--- src/rtl/asu_pkg.sv ---
package asu_pkg;
  localparam int IDXW = 5;
  localparam logic [IDXW-1:0] ZR_IDX = '1;

  typedef struct packed {
    logic            legal;
    logic            dword;
    logic            acq;
    logic            rel;
    logic            sp_base;
    logic [IDXW-1:0] rs;
    logic [IDXW-1:0] rn;
    logic [IDXW-1:0] rt;
  } swap_dec_t;

  typedef enum logic [2:0] {
    S_IDLE, S_RD_REQ, S_RD_WAIT, S_WR_REQ, S_WR_WAIT, S_DONE
  } swap_state_e;
endpackage

--- src/rtl/asu_decode.sv ---
module asu_decode
  import asu_pkg::*;
(
  input  logic [31:0] word,
  output swap_dec_t   dec
);
  logic fixed_ok;

  always_comb begin
    fixed_ok = word[31] && (word[29:24] == 6'b111000) && word[21]
               && (word[15:10] == 6'b100000);
    dec.legal   = fixed_ok;
    dec.dword   = word[30];
    dec.rs      = word[20:16];
    dec.rn      = word[9:5];
    dec.rt      = word[4:0];
    dec.rel     = word[22];
    dec.acq     = word[23] && (word[4:0] != ZR_IDX);
    dec.sp_base = (word[9:5] == ZR_IDX);
  end
endmodule

--- src/rtl/asu_seq.sv ---
module asu_seq
  import asu_pkg::*;
#(
  parameter int XLEN     = 64,
  parameter int SP_ALIGN = 16
) (
  input  logic            clk,
  input  logic            rst_n,
  input  logic            start,
  input  swap_dec_t       dec_in,
  input  logic [XLEN-1:0] base_in,
  input  logic [XLEN-1:0] store_in,
  output logic            idle,
  output logic            req_valid,
  input  logic            req_ready,
  output logic            req_write,
  output logic [XLEN-1:0] req_addr,
  output logic [XLEN-1:0] req_wdata,
  output logic            lock,
  input  logic            rsp_valid,
  input  logic [XLEN-1:0] rsp_data,
  output logic            fin,
  output swap_dec_t       dec_q,
  output logic [XLEN-1:0] load_q,
  output logic            fault_q
);
  localparam int ALW  = $clog2(SP_ALIGN);
  localparam int HALF = XLEN / 2;

  swap_state_e     st;
  logic [XLEN-1:0] base_q, store_q;
  logic            misalign;

  assign misalign = dec_in.sp_base && (base_in[ALW-1:0] != '0);

  always_ff @(posedge clk) begin
    if (!rst_n) begin
      st      <= S_IDLE;
      dec_q   <= '0;
      base_q  <= '0;
      store_q <= '0;
      load_q  <= '0;
      fault_q <= 1'b0;
    end else begin
      unique case (st)
        S_IDLE: if (start) begin
          dec_q   <= dec_in;
          base_q  <= base_in;
          store_q <= dec_in.dword ? store_in : {{HALF{1'b0}}, store_in[HALF-1:0]};
          load_q  <= '0;
          fault_q <= dec_in.legal && misalign;
          st      <= (dec_in.legal && !misalign) ? S_RD_REQ : S_DONE;
        end
        S_RD_REQ:  if (req_ready) st <= S_RD_WAIT;
        S_RD_WAIT: if (rsp_valid) begin
          load_q <= dec_q.dword ? rsp_data : {{HALF{1'b0}}, rsp_data[HALF-1:0]};
          st     <= S_WR_REQ;
        end
        S_WR_REQ:  if (req_ready) st <= S_WR_WAIT;
        S_WR_WAIT: if (rsp_valid) st <= S_DONE;
        S_DONE:    st <= S_IDLE;
        default:   st <= S_IDLE;
      endcase
    end
  end

  always_comb begin
    idle      = (st == S_IDLE);
    fin       = (st == S_DONE);
    req_valid = (st == S_RD_REQ) || (st == S_WR_REQ);
    req_write = (st == S_WR_REQ);
    lock      = (st == S_RD_REQ) || (st == S_RD_WAIT) ||
                (st == S_WR_REQ) || (st == S_WR_WAIT);
    req_addr  = base_q;
    req_wdata = store_q;
  end
endmodule

--- src/rtl/atomic_swap_unit.sv ---
module atomic_swap_unit
  import asu_pkg::*;
#(
  parameter int XLEN     = 64,
  parameter int SP_ALIGN = 16
) (
  input  logic            clk,
  input  logic            rst_n,
  input  logic            insn_valid,
  output logic            insn_ready,
  input  logic [31:0]     insn_word,
  output logic [4:0]      rs_idx,
  input  logic [XLEN-1:0] rs_data,
  output logic [4:0]      rn_idx,
  input  logic [XLEN-1:0] rn_data,
  input  logic [XLEN-1:0] sp_value,
  output logic            mem_req_valid,
  input  logic            mem_req_ready,
  output logic            mem_req_write,
  output logic            mem_req_dword,
  output logic [XLEN-1:0] mem_addr,
  output logic [XLEN-1:0] mem_wdata,
  output logic            mem_lock,
  input  logic            mem_rsp_valid,
  input  logic [XLEN-1:0] mem_rdata,
  output logic            done,
  output logic            rd_we,
  output logic [4:0]      rd_idx,
  output logic [XLEN-1:0] rd_data,
  output logic            acq_flag,
  output logic            rel_flag,
  output logic            tag_chk,
  output logic            align_fault,
  output logic            undef_insn
);
  swap_dec_t       dec_now, dec_q;
  logic [XLEN-1:0] base_sel, load_q;
  logic            idle, fault_q, fin;

  asu_decode u_dec (.word(insn_word), .dec(dec_now));

  assign rs_idx   = dec_now.rs;
  assign rn_idx   = dec_now.rn;
  assign base_sel = dec_now.sp_base ? sp_value : rn_data;

  asu_seq #(.XLEN(XLEN), .SP_ALIGN(SP_ALIGN)) u_seq (
    .clk(clk), .rst_n(rst_n),
    .start(insn_valid && idle),
    .dec_in(dec_now), .base_in(base_sel), .store_in(rs_data),
    .idle(idle),
    .req_valid(mem_req_valid), .req_ready(mem_req_ready),
    .req_write(mem_req_write), .req_addr(mem_addr), .req_wdata(mem_wdata),
    .lock(mem_lock), .rsp_valid(mem_rsp_valid), .rsp_data(mem_rdata),
    .fin(fin), .dec_q(dec_q), .load_q(load_q), .fault_q(fault_q)
  );

  assign insn_ready    = idle;
  assign mem_req_dword = dec_q.dword;
  assign done          = fin;
  assign undef_insn    = !dec_q.legal;
  assign align_fault   = fault_q;
  assign acq_flag      = dec_q.acq;
  assign rel_flag      = dec_q.rel;
  assign tag_chk       = !dec_q.sp_base;
  assign rd_idx        = dec_q.rt;
  assign rd_data       = load_q;
  assign rd_we         = fin && dec_q.legal && !fault_q && (dec_q.rt != ZR_IDX);
endmodule

--- config.mk ---
export PLATFORM = sky130hd
export DESIGN_NAME = atomic_swap_unit
export DESIGN_NICKNAME = d
export VERILOG_FILES = /design/src/rtl/asu_pkg.sv /design/src/rtl/asu_decode.sv /design/src/rtl/asu_seq.sv /design/src/rtl/atomic_swap_unit.sv
export SDC_FILE = /design/constraint.sdc
export NUM_CORES = 1
export LEC_CHECK = 0
export ABC_AREA = 1
export BUFFER_PORTS_ARGS = -buffer_cell sky130_fd_sc_hd__clkbuf_2
export CAP_MARGIN = 20
export CORE_AREA = 2 2 198 200
export CTS_CLUSTER_SIZE = 24
export DETAILED_ROUTE_END_ITERATION = 10
export DIE_AREA = 0 0 200 202
export GPL_ROUTABILITY_DRIVEN = 0
export RECOVER_POWER = 50
export SLEW_MARGIN = 20
export SYNTH_ARGS = -nofsm -noshare
export SYNTH_HDL_FRONTEND = slang
export SYNTH_HIERARCHICAL = 1
export SYNTH_SLANG_ARGS = --single-unit
--- constraint.sdc ---
create_clock -name clk -period 2 [get_ports clk]
set_input_delay 0.2 -clock clk [delete_from_list [all_inputs] [get_ports clk]]
set_output_delay 0.2 -clock clk [all_outputs]
set_load 0.01 [all_outputs]
Word-level counts from Yosys, hierarchy flattened --
Index checks and enable logic that the tools add are counted.
Word-level totals: flip-flop bits (word level) 206, input port bits 293, output and inout port bits 219, word-level logic and storage cells 64
Operators by class: eq/ne operators 15, multiplexer cells 13, reduce and logical (&&, ||, !) cells 25
Operators by type and width (count):
- 2-to-1 mux 64 bit | 5
- case mux 64 bit (2 select lines) | 1
- 2-to-1 mux 3 bit | 6
- case mux 3 bit (5 select lines) | 1
- == test 6 bit, second input constant | 2
- logical AND 1 bit | 11
- inequality test 5 bit, second input constant | 2
- inequality test 2 bit, second input constant | 4
- == test 3 x 2 -> 1 bit, second input constant | 2
- == test 3 bit, second input constant | 2
- == test 5 bit, second input constant | 1
- AND reduction 5 bit | 1
- logical NOT 1 bit | 4
- logical OR 1 bit | 4
- nonzero test 4 bit | 1
- == test 3 x 1 -> 1 bit, second input constant | 1
- logical NOT 3 bit | 1
- AND reduction 3 bit | 1
- inequality test 2 x 1 -> 1 bit, second input constant | 1
- AND reduction 2 bit | 1
- nonzero test 2 bit | 1

Depth between registers and ports, before layout --
word-level depth 9, gate-level depth with buffers 13, mapped depth without buffers 13

Modules after synthesis --
Netlist, hierarchy kept.
Modules (own cells, without submodules):
- asu_seq | times used 1, cells each 1071, area each 7993.9 um^2, seq. area each 4324.1 um^2
- atomic_swap_unit | times used 1, cells each 215, area each 1287.5 um^2, seq. area each 0.0 um^2
- asu_decode | times used 1, cells each 43, area each 237.7 um^2, seq. area each 0.0 um^2

Worst setup path before layout --
No wires, ideal clock.
path kind register -> register, start register u_seq.st[0], end register u_seq.base_q[38], in the netlist u_seq/req_addr[38], library setup time 0.065 ns, arrival time 1.698 ns, required time 1.935 ns, path slack 0.237 ns, stages on the path, launching flop included 12, path buffers 2, clock period less this slack 1.763 ns, cells stage by stage dfxtp_1 -> nor2_1 -> nand2_1 -> inv_1 -> nand2_1 -> inv_1 -> inv_1 -> nor2_4 -> buf_2 -> clkbuf_1 -> o21ai_0 -> nor2_1
On the way: cells in the longest elaborated chain, start to end 3
Ends and longest elaborated chain:
- start: declaration | line asu_seq.sv:30 | swap_state_e st;
- start signal: assignment | line asu_seq.sv:52 | st <= (dec_in.legal && !misalign) ? S_RD_REQ : S_DONE;
- logical NOT 3 bit * | line asu_seq.sv:68 | idle = (st == S_IDLE);
- named net insn_ready | line atomic_swap_unit.sv:10 | output logic insn_ready,
- logical AND 1 bit | line atomic_swap_unit.sv:48 | .start(insn_valid && idle),
- AND reduction 2 bit (no line) *
- end signal: assignment | line asu_seq.sv:48 | base_q <= base_in;
- end: declaration | line asu_seq.sv:31 | logic [XLEN-1:0] base_q, store_q;
The timed path passes the listed nets; every way through them passes the cells marked *. A chain may end at the register's enable or synchronous reset.

Worst setup path after layout --
start register u_seq.st[2], end output port rd_we
On the way: cells in the longest elaborated chain, start to end 4
Ends and longest elaborated chain:
- == test 3 bit | line asu_seq.sv:69 | fin = (st == S_DONE);
- logical AND 1 bit (3 in series) | line atomic_swap_unit.sv:67 | assign rd_we = fin && dec_q.legal && !fault_q && (dec_q.rt != ZR_IDX);
- end: declaration | line atomic_swap_unit.sv:27 | output logic rd_we,
No other way between the ends.

==> impl_results.md <==
- Initial cell density of the core: 24.0%
- Internal: 9.96 mW
- Initial antenna violation count: 2
- Fmax: 532 MHz
- CP required: about 1.8 ns
- TritonCTS clock tree: done
- Hold Crit Start: sp_value[16]
- Root Driver: clkbuf_16
- Mapped Area: 9190 um^2
- Most frequent cells in the layout: 333 x nor2_1, 294 x clkbuf_2, 225 x nand2_1
- Io pins: 512
- Setup crit start kind: flop
- Chip width: 200 um
- Iter 0 DRT Violations: 462
- CTS clk-pin slew, worst paths: 0.06 ns
- Die footprint: just over 40000 um^2
- Non-filler cells, final: 2418
- Antenna-violating nets left: 0
- Final #Nets: 2174
- Number of instances in the placed design: 2226
- Setup_tns: 0 ns
- Max-Cap Viols: 0
- Worst path bufs/invs: 3
- Largest stage delay on the critical path: 0.33 ns
- Pin count of the biggest net entering global routing: 84
- Peak VDD IR: 0.000621 V
- Clock share of power: 28.6%
- TritonCTS Sinks: between 200 and 250
- Overflow after GRT: 0
- Logic pwr share: roughly a third
- Final Hold Fails: 0
- Syn_nets: 1582
- Reg power frac: between 30% and 40%
- Place WS: 0.130 ns
- DR pass1 iterations: 5
- Setup violators final: 0
- Row Count: between 70 and 80
- Detailed Route WL: approximately 35000 um
- Sw power: ~5.8 mW
- Util after Layout: 36.8%
- Die height: 202 um
- Yosys Warn Count: 6
- Total Power: 15.8 mW
- Layout cells sized above 1: 23.7%
- Most common cell after layout, fill and taps aside: nor2_1
- Origin of the worst setup path: u_seq/st[2]$_SDFFE_PN0P_
- Routed len/inst: around 14 um
- Worst Setup Slack, final: ~0.12 ns
- CTS Buffer Depth: 3
- Switching Share: 36.7%
- Final period util: 94.0%
- DRC Markers: 0
- Synth Area per Inst: 7.13 um^2
- Pwr Density: 1120 nW/um^2
- Worst r2r src: u_seq/st[0]$_SDFFE_PN0P_
- Slew at the pin closest to its max-slew limit: 0.757 ns
- Number of global-route vias before repair: 10000
- Crit-path cells: inv_2 -> buf_6 -> nor3_4 -> nand3b_1 -> nor2_2 -> buf_6
- First-pass GRT wire length: ~52000 um
- Outcome: completed
- CP delay by family, top: simple AND/OR/NAND/NOR gates
- Setup Skew: 0.0308 ns
- Final min period: 1.88 ns
- Port bufs: 501
- TritonCTS Buffers: 25
- Endpoint class of the critical path: output port
- Max-slew violations: 0
- Via count: around 10000
- CTS H-tree lvls: 1
- Gr usage total: 16.0%
- CP Class: flop to output port
- Slowest stage cell on the critical path: dfxtp_2
- Most frequent CP cell: buf_6
- Detailed placement HPWL: between 20000 and 25000 um
- Vias/cell: 4.29
- Area delta synth->final: 53.3%
- Pleak: 6.44 nW
- Critical Path AT: roughly 1.7 ns
- Clk Latency, worst-skew pair: 0.53 ns
- Type of the tightest min-delay check: input pin to flop
- Worst-path fanout max: 4
- Slew margin rel.: 49.4%
- Flop2flop setup slack: 0.20 ns
- Syn Inst Count: ~1300
- CORE AREA: about 38000 um^2
-- power groups by stage --
stage	combinational [mW]	sequential, mW	clock (mW)
2_1_floorplan	2.56	6.26	0
3_3_place_gp	5.31	5.81	0
3_5_place_dp	5.39	5.84	0
4_1_cts	5.64	5.77	4.63
5_1_grt	6.10	5.90	4.80
6_report	5.48	5.77	4.50
-- final timing paths --
check / endpoint / cells past startpoint
max: rd_we / 6
min: u_seq/req_addr[16]$_SDFFE_PN0P_ / 5
max reg2reg: u_seq/req_wdata[38]$_SDFFE_PN0P_ / 12
min reg2reg: u_seq/req_wdata[56]$_SDFFE_PN0P_ / 2
-- metrics by stage --
step                      area [um^2]  hold slack (ns)
after detailed placement        12000            0.400
after floorplan                  9190            0.335
after global placement          12000            0.400
after global routing            14100           0.0217
after CTS                       14300         0.000676
final                           14100           0.0222
-- repair_timing --
item | 4_1_cts | 5_1_grt
endpoints found under the setup margin | 1 | 91
gates resized for setup | 3 | 9
hold buffers | 142 | 0
endpoints found under the hold margin | 140 | 0
setup buffers | 0 | 2
pin swaps | 1 | 4
gates cloned | 0 | 2
-- registers in the layout, summed over array words and instances (netlist names) --
register,cells
u_seq/dec_q,10
u_seq/req_addr,64
u_seq/fault_q,1
u_seq/req_wdata,64
u_seq/load_q,64
u_seq/st,3
-- cell type report --
class                           instances  area (um^2)
Fill cell                            4028        24200
Sequential cell                       206         4130
Timing Repair Buffer                  676         4100
Multi-Input combinational cell        877         4050
Clock buffer                           38          724
Tap cell                              518          648
Inverter                               95          357
Clock inverter                          7         91.3
Antenna cell                            1         2.50
-- metal layers --
| layer | global-route usage [%] | part of all wire (%) | up-vias |
|---|---|---|---|
| met3 | 3.75 | 7.8 | 62 |
| met4 | 5.32 | 2.6 | 2 |
| met1 | 18.1 | 40 | 4661 |
| met5 | 0 | 0.029 | - |
| li1 | - | - | 5234 |
| met2 | 29.2 | 49 | 420 |
-- worst reg2reg max path: cells and delay by family (launching register included) --
| family | cells | cell delay, ns |
|---|---|---|
| AO/OA/AOI/OAI | 1 | 0.16 |
| buffers and inverters | 5 | 0.53 |
| flip-flops | 1 | 0.31 |
| AND/OR/NAND/NOR | 6 | 0.70 |
No activity file was read; power rests on OpenSTA's default activity.
